File: src/rtl/fft_r2_pkg.sv
package fft_r2_pkg;

  localparam int SAMPLE_W = 16;
  localparam int PROD_W   = 2 * SAMPLE_W + 2;
  localparam int WIDE_W   = SAMPLE_W + 2;

  typedef struct packed {
    logic signed [SAMPLE_W-1:0] re;
    logic signed [SAMPLE_W-1:0] im;
  } cplx_t;

  // Q1.15 cosine (sel=0) or sine (sel=1) of 2*pi*m/n, evaluated at elaboration
  function automatic logic signed [SAMPLE_W-1:0] tw_q15(input int m, input int n, input bit sel);
    real ang, term, c, s, v;
    int  r;
    ang  = 2.0 * 3.14159265358979 * real'(m) / real'(n);
    c    = 0.0;
    s    = 0.0;
    term = 1.0;
    for (int i = 0; i < 26; i++) begin
      case (i % 4)
        0: c = c + term;
        1: s = s + term;
        2: c = c - term;
        default: s = s - term;
      endcase
      term = term * ang / real'(i + 1);
    end
    v = sel ? s : c;
    if (v >= 0.0) r = $rtoi(v * 32767.0 + 0.5);
    else          r = -$rtoi(-v * 32767.0 + 0.5);
    return r[SAMPLE_W-1:0];
  endfunction

  function automatic logic signed [SAMPLE_W-1:0] sat_s(input logic signed [WIDE_W-1:0] v);
    if (v > WIDE_W'(32767))       return 16'sh7fff;
    else if (v < -WIDE_W'(32768)) return 16'sh8000;
    else                          return v[SAMPLE_W-1:0];
  endfunction

endpackage

File: src/rtl/fft_dpram.sv
module fft_dpram #(
  parameter int AW = 4,
  parameter int DW = 32
) (
  input  logic          clk,
  input  logic [AW-1:0] addr_a,
  input  logic          we_a,
  input  logic [DW-1:0] wd_a,
  output logic [DW-1:0] q_a,
  input  logic [AW-1:0] addr_b,
  input  logic          we_b,
  input  logic [DW-1:0] wd_b,
  output logic [DW-1:0] q_b
);
  localparam int DEPTH = 1 << AW;

  logic [DW-1:0] mem [DEPTH];

  // read-first on both ports: a same-address write lands after the old word is read
  always_ff @(posedge clk) begin
    if (we_a) mem[addr_a] <= wd_a;
    if (we_b) mem[addr_b] <= wd_b;
    q_a <= mem[addr_a];
    q_b <= mem[addr_b];
  end
endmodule

File: src/rtl/fft_bfly.sv
module fft_bfly
  import fft_r2_pkg::*;
#(
  parameter int N = 16
) (
  input  cplx_t                        a,
  input  cplx_t                        b,
  input  logic [$clog2(N)-2:0]         tw_idx,
  output cplx_t                        x,
  output cplx_t                        y
);
  localparam int HALFN = N / 2;

  logic signed [SAMPLE_W-1:0] tw_re [HALFN];
  logic signed [SAMPLE_W-1:0] tw_im [HALFN];

  for (genvar m = 0; m < HALFN; m++) begin : g_tw
    localparam logic signed [SAMPLE_W-1:0] C_RE = tw_q15(m, N, 1'b0);
    localparam logic signed [SAMPLE_W-1:0] C_SN = tw_q15(m, N, 1'b1);
    assign tw_re[m] = C_RE;
    assign tw_im[m] = -C_SN;
  end

  logic signed [SAMPLE_W:0] sr, si, dr, di;
  logic signed [SAMPLE_W-1:0] wr, wi;
  logic signed [PROD_W-1:0] pr, pi;

  always_comb begin
    wr = tw_re[tw_idx];
    wi = tw_im[tw_idx];
    sr = (SAMPLE_W+1)'(a.re) + (SAMPLE_W+1)'(b.re);
    si = (SAMPLE_W+1)'(a.im) + (SAMPLE_W+1)'(b.im);
    dr = (SAMPLE_W+1)'(a.re) - (SAMPLE_W+1)'(b.re);
    di = (SAMPLE_W+1)'(a.im) - (SAMPLE_W+1)'(b.im);
    pr = PROD_W'(dr) * PROD_W'(wr) - PROD_W'(di) * PROD_W'(wi);
    pi = PROD_W'(dr) * PROD_W'(wi) + PROD_W'(di) * PROD_W'(wr);
    x.re = SAMPLE_W'(sr >>> 1);
    x.im = SAMPLE_W'(si >>> 1);
    y.re = sat_s(WIDE_W'(pr >>> SAMPLE_W));
    y.im = sat_s(WIDE_W'(pi >>> SAMPLE_W));
  end
endmodule

File: src/rtl/fft_agen.sv
module fft_agen #(
  parameter int N = 16
) (
  input  logic                 clk,
  input  logic                 rst,
  input  logic                 start,
  input  logic [$clog2(N)-1:0] unl_bin,
  output logic                 run,
  output logic                 done,
  output logic [$clog2(N)-1:0] phys_a,
  output logic [$clog2(N)-1:0] phys_b,
  output logic                 wr_en,
  output logic [$clog2(N)-2:0] tw_idx,
  output logic [$clog2(N)-1:0] unl_phys
);
  localparam int AW    = $clog2(N);
  localparam int TIW   = AW - 1;
  localparam int HALFN = N / 2;
  localparam int SCW   = (AW > 1) ? $clog2(AW) : 1;

  logic [AW-1:0]  map_q [N];
  logic [SCW-1:0] stage_q;
  logic [AW-1:0]  slot_q;
  logic [AW-1:0]  prev_a_q, prev_b_q;
  logic [AW-1:0]  sav_a_q, sav_b_q;
  logic [TIW-1:0] tw_q;

  logic [SCW-1:0] hsh;
  logic [AW-1:0]  jx, halfv, kx, la, lb, rbin;
  logic [TIW-1:0] tw_next;
  logic           last;

  // logical pair of butterfly j in the current stage (decimation in frequency)
  always_comb begin
    hsh     = SCW'(AW - 1) - stage_q;
    jx      = {1'b0, slot_q[AW-2:0]};
    halfv   = AW'(1) << hsh;
    kx      = jx & (halfv - AW'(1));
    la      = (((jx >> hsh) << hsh) << 1) | kx;
    lb      = la | halfv;
    tw_next = TIW'(kx << stage_q);
    last    = (slot_q == AW'(HALFN));
    for (int i = 0; i < AW; i++) rbin[i] = unl_bin[AW-1-i];
  end

  assign phys_a   = last ? sav_a_q : map_q[la];
  assign phys_b   = last ? sav_b_q : map_q[lb];
  assign wr_en    = run && (slot_q != '0);
  assign tw_idx   = tw_q;
  assign unl_phys = map_q[rbin];

  always_ff @(posedge clk) begin
    if (rst) begin
      run      <= 1'b0;
      done     <= 1'b0;
      stage_q  <= '0;
      slot_q   <= '0;
      prev_a_q <= '0;
      prev_b_q <= '0;
      sav_a_q  <= '0;
      sav_b_q  <= '0;
      tw_q     <= '0;
      for (int i = 0; i < N; i++) map_q[i] <= AW'(i);
    end else begin
      done <= 1'b0;
      if (!run) begin
        if (start) begin
          run     <= 1'b1;
          stage_q <= '0;
          slot_q  <= '0;
          for (int i = 0; i < N; i++) map_q[i] <= AW'(i);
        end
      end else begin
        prev_a_q <= la;
        prev_b_q <= lb;
        tw_q     <= tw_next;
        if (slot_q == '0) begin
          sav_a_q <= map_q[la];
          sav_b_q <= map_q[lb];
        end else if (!last) begin
          map_q[prev_a_q] <= map_q[la];
          map_q[prev_b_q] <= map_q[lb];
        end else begin
          map_q[prev_a_q] <= sav_a_q;
          map_q[prev_b_q] <= sav_b_q;
        end
        if (last) begin
          slot_q <= '0;
          if (stage_q == SCW'(AW - 1)) begin
            run  <= 1'b0;
            done <= 1'b1;
          end else begin
            stage_q <= stage_q + SCW'(1);
          end
        end else begin
          slot_q <= slot_q + AW'(1);
        end
      end
    end
  end
endmodule

File: src/rtl/fft_r2_dpmem.sv
module fft_r2_dpmem
  import fft_r2_pkg::*;
#(
  parameter int N = 16
) (
  input  logic                  clk,
  input  logic                  rst,
  input  logic                  ld_en,
  input  logic [$clog2(N)-1:0]  ld_idx,
  input  logic [SAMPLE_W-1:0]   ld_re,
  input  logic [SAMPLE_W-1:0]   ld_im,
  input  logic                  start,
  output logic                  busy,
  output logic                  done,
  input  logic                  rd_en,
  input  logic [$clog2(N)-1:0]  rd_bin,
  output logic                  rd_valid,
  output logic [SAMPLE_W-1:0]   rd_re,
  output logic [SAMPLE_W-1:0]   rd_im
);
  localparam int AW  = $clog2(N);
  localparam int TIW = AW - 1;
  localparam int DW  = 2 * SAMPLE_W;

  logic [AW-1:0]  phys_a, phys_b, unl_phys;
  logic [AW-1:0]  addr_a, addr_b;
  logic           wr_en, we_b;
  logic [TIW-1:0] tw_idx;
  cplx_t          q_a, q_b, bx, by;
  logic [DW-1:0]  wd_b;
  logic           rv_q;

  fft_agen #(.N(N)) u_agen (
    .clk(clk), .rst(rst), .start(start), .unl_bin(rd_bin),
    .run(busy), .done(done), .phys_a(phys_a), .phys_b(phys_b),
    .wr_en(wr_en), .tw_idx(tw_idx), .unl_phys(unl_phys)
  );

  fft_bfly #(.N(N)) u_bfly (
    .a(q_a), .b(q_b), .tw_idx(tw_idx), .x(bx), .y(by)
  );

  assign addr_a = busy ? phys_a : unl_phys;
  assign addr_b = busy ? phys_b : ld_idx;
  assign we_b   = busy ? wr_en  : ld_en;
  assign wd_b   = busy ? by     : {ld_re, ld_im};

  fft_dpram #(.AW(AW), .DW(DW)) u_ram (
    .clk(clk),
    .addr_a(addr_a), .we_a(wr_en), .wd_a(bx), .q_a(q_a),
    .addr_b(addr_b), .we_b(we_b), .wd_b(wd_b), .q_b(q_b)
  );

  always_ff @(posedge clk) begin
    if (rst) rv_q <= 1'b0;
    else     rv_q <= rd_en && !busy;
  end

  assign rd_valid = rv_q;
  assign rd_re    = q_a.re;
  assign rd_im    = q_a.im;
endmodule

File: config.mk
export PLATFORM = sky130hd
export DESIGN_NAME = fft_r2_dpmem
export DESIGN_NICKNAME = d
export VERILOG_FILES = /design/src/rtl/fft_r2_pkg.sv /design/src/rtl/fft_dpram.sv /design/src/rtl/fft_bfly.sv /design/src/rtl/fft_agen.sv /design/src/rtl/fft_r2_dpmem.sv
export SDC_FILE = /design/constraint.sdc
export NUM_CORES = 2
export LEC_CHECK = 0
export ABC_AREA = 1
export CAP_MARGIN = 40
export CELL_PAD_IN_SITES_DETAIL_PLACEMENT = 0
export CELL_PAD_IN_SITES_GLOBAL_PLACEMENT = 1
export CORE_MARGIN = 1.5
export CORE_UTILIZATION = 40
export DETAILED_ROUTE_END_ITERATION = 10
export DONT_BUFFER_PORTS = 1
export PLACE_DENSITY_LB_ADDON = 0.05
export RECOVER_POWER = 25
export SYNTH_ARGS = -nofsm -noshare
export SYNTH_HDL_FRONTEND = slang
export SYNTH_SLANG_ARGS = --single-unit
export TNS_END_PERCENT = 30
File: constraint.sdc
create_clock -name clk -period 13.8 [get_ports clk]
set_input_delay 2.76 -clock clk [delete_from_list [all_inputs] [get_ports clk]]
set_output_delay 2.76 -clock clk [all_outputs]
set_load 0.01 [all_outputs]
==> impl_metrics.csv <==
group,metric,value,unit
run_status,status,"finished with violations",
run_status,violations,"capacitance limit, slew limit",
floorplan,die_x,471,microns
cts,clockBufferDepth,3,
timing,setup_viol,0,
timing,slew_violations,610,
setup_path,cp.arrival,13.60,ns
layout,nNetsFinal,13200,
cts,postCtsResizedCells,0,
timing,layout_worst_path_cycle_share,96.3,%
floorplan,rows,171,
synthesis,ys.flop_type,"edfxtp_1",
cts,cts_setup_buffers,0,
global_routing,antenna_found_initial,41,
setup_path,critical_path_class,"register to register",
detailed_routing,first_pass_iters,8,
detailed_routing,vias,80900,
synthesis,synth_warnings,0,
setup_path,cp-startpoint,"u_agen.stage_q[0]$_SDFFE_PP0P_",
synthesis,synth_nets,13500,
cts,hold_buffers,0,
synthesis,synth_cell_types,58,
cts,cts_sinks,668,
place,port_buffers,0,
timing,slew_headroom,-217,%
cts,cts.htree.levels,3,
timing,period_needed,13.28,ns
detailed_routing,vias_per_cell,5.55,
setup_path,r2r-start,"u_agen.stage_q[0]$_SDFFE_PP0P_",
timing,tns,0,ns
setup_path,path_common_cell,"nand2_1",
synthesis,postSynthAreaPerCell,7.38,sq um
synthesis,syn-instance-count,11900,
place,gp_congestion,0.930,
synthesis,yosysTopAreaCell,"fa_1",
cts,cts_buffers,78,
floorplan,num_io_pins,80,
timing,worst_slew_pin_slew,4.74,ns
layout,final_common_cell,"nand2_1",
synthesis,async_flop_share,0,%
setup_path,slowest_delay,3.72,ns
cts,root_buffer,"clkbuf_16",
cts,clock_latency,0.71,ns
cts,cts_tree,"built",
synthesis,netlist_area,87500,sq um
floorplan,die_h,471,microns
timing,fin_skew,0.0391,ns
setup_path,cpLargestDelayFamily,"buffers and inverters",
setup_path,critPathSlowestCell,"clkinvlp_2",
setup_path,crit_path_start_kind,"register",
layout,multiInputGateArea,59300,sq um
setup_path,reg2regPathDepth,21,
setup_path,cp_num_cells,21,
layout,drive_above_1_share,4.64,%
setup_path,crit_end,"u_ram.mem[10][19]$_DFFE_PP_",
timing,hold_viol_final,0,
layout,syn_to_final_growth,7.87,%
setup_path,crit-reg2reg-capture,"u_ram.mem[10][19]$_DFFE_PP_",
setup_path,required,14.12,ns
synthesis,synth.area.top_cells,"fa_1, edfxtp_1, nand2_1",
global_routing,grt_max_degree,159,
setup_path,critPathMaxFanout,82,
detailed_routing,drtIter0Drc,8820,
detailed_routing,wl_per_cell,26.8,microns
synthesis,synth_edf_count,576,
synthesis,synth_seq_cells,668,
place,dp_hpwl,279000,microns
job,drv_cap,21,
detailed_routing,drc,0,
setup_path,rrSetupSlack,0.52,ns
layout,most-common-layout-cells,"nand2_1, inv_1, fa_1, nand3_1, nor2_1",
setup_path,path_buf_inv,8,
setup_path,crit_chain,"inv_1 -> ha_1 -> nand2_1 -> o21ai_0 -> clkbuf_1 -> nor2_1 -> inv_1 -> a21oi_1 -> o21ai_0 -> nand3_1 -> nand2_1 -> nand2_1 -> nand2_8 -> clkinvlp_2 -> nand3_1 -> nor2_4 -> inv_2 -> buf_12 -> clkbuf_1 -> o21ai_4 -> buf_4",
floorplan,start_util,40.3,%
detailed_routing,drtAntennaViolNets,0,
detailed_routing,finalWirelength,391000,microns
timing,rsz0062_at_grt,"false",
setup_path,cp-end-kind,"register",
cts,clk_pin_slew,0.06,ns
global_routing,overflow,0,
global_routing,grt_use_total,35.0,%
synthesis,ys_seq_area_share,21.9,%
floorplan,die-area,222000,sq um
layout,num-fill-cells,22400,
floorplan,coreArea,217000,sq um
worst_hold_path,hold_class,"register to register",
timing,fmax,0.0753,GHz
global_routing,grt_first_pass_wirelength,566000,microns
layout,seq_area,19100,sq um
synthesis,synth.top_cell.area_share,23.7,%
global_routing,grt_pass1_vias,80300,
## worst min-delay path by stage
stage / from / endpoint / slack, ns / cells after the start
finish: u_agen.slot_q[3]$_SDFFE_PP0P_ / u_agen.slot_q[3]$_SDFFE_PP0P_ / 0.50 / 2
global route: u_agen.slot_q[3]$_SDFFE_PP0P_ / u_agen.slot_q[3]$_SDFFE_PP0P_ / 0.51 / 2
CTS: u_agen.slot_q[3]$_SDFFE_PP0P_ / u_agen.slot_q[3]$_SDFFE_PP0P_ / 0.50 / 2
detailed placement: u_agen.slot_q[3]$_SDFFE_PP0P_ / u_agen.slot_q[3]$_SDFFE_PP0P_ / 0.48 / 2
global placement: u_agen.slot_q[3]$_SDFFE_PP0P_ / u_agen.slot_q[3]$_SDFFE_PP0P_ / 0.48 / 2
floorplan: u_agen.slot_q[3]$_SDFFE_PP0P_ / u_agen.slot_q[3]$_SDFFE_PP0P_ / 0.47 / 2
## logic make-up (layout without fill, tap and decap cells)
group	count (synthesis)	after routing	share of synthesized area, %
AO/OA/AOI/OAI	927	927	5.94
XOR/XNOR	239	239	2.39
adder cells (fa/ha/maj)	1561	1561	31.2
buffers and inverters	2425	2262	10.8
flip-flops	668	668	21.9
other	0	28	0
AND/OR/NAND/NOR	6042	6042	27.9
## layout make-up
| type | count | area share [%] |
|---|---|---|
| Antenna cell | 28 | 0.0742 |
| Clock buffer | 119 | 2.47 |
| Clock inverter | 26 | 0.213 |
| Inverter | 1824 | 7.28 |
| Multi-Input combinational cell | 8769 | 62.8 |
| Sequential cell | 668 | 20.3 |
| Tap cell | 2854 | 3.78 |
| Timing Repair Buffer | 293 | 3.11 |
## Yosys cell counts (all sizes together), types with 49 or more instances
cell type / n
nand2: 4291
inv: 1809
fa: 1034
nand3: 905
nor2: 682
edfxtp: 576
ha: 527
a21oi: 361
clkbuf: 356
o21ai: 324
buf: 245
xor2: 148
dfxtp: 92
xnor2: 91
o22ai: 75
nand4: 49
## stage by stage
stage	setup WS, ns	cells	area (sq um)	util (%)	hold WS, ns
2_1_floorplan	3.78	11900	87500	-	0.470
3_3_place_gp	1.54	14300	90800	41.8	0.482
3_5_place_dp	1.63	14400	92100	42.4	0.484
4_1_cts	1.58	14600	94600	43.5	0.496
5_1_grt	0.459	14600	94400	43.4	0.509
6_report	0.516	14600	94400	43.4	0.499
## worst register-to-register path: stages, from the launching register on
cell        delay (ns)
dfxtp_1           0.40
inv_1             0.27
ha_1              0.19
nand2_1           0.06
o21ai_0           0.08
clkbuf_1          0.64
nor2_1            0.51
inv_1             0.49
a21oi_1           0.07
o21ai_0           0.12
nand3_1           0.19
nand2_1           0.27
nand2_1           0.53
nand2_8           0.74
clkinvlp_2        3.74
nand3_1           2.16
nor2_4            0.18
inv_2             0.17
buf_12            0.24
clkbuf_1          1.14
o21ai_4           0.21
buf_4             0.47
## per-layer routing
metal	vias to the layer above	part of all wire (%)	wire, microns	GRT usage, %
met2	3959	43	168000	53.1
met1	39900	42	165000	48.5
met5	-	0.022	86	0
met3	742	9.9	38700	7.50
met4	14	4.7	18500	13.9
li1	36300	-	-	-
## registers in the layout, summed over array words and instances, names as in the netlist, 2 cells and up
signal,flops
u_ram.q_a,32
u_agen.prev_a_q,4
u_agen.prev_b_q,4
u_agen.sav_a_q,4
u_ram.mem,512
u_agen.sav_b_q,4
u_agen.slot_q,4
u_agen.tw_idx,3
u_agen.stage_q,2
u_agen.map_q,64
u_ram.q_b,32
Power is left out: the tool's default activity adds up to more than one toggle a clock period on the data nets, which glitch-free logic cannot reach.
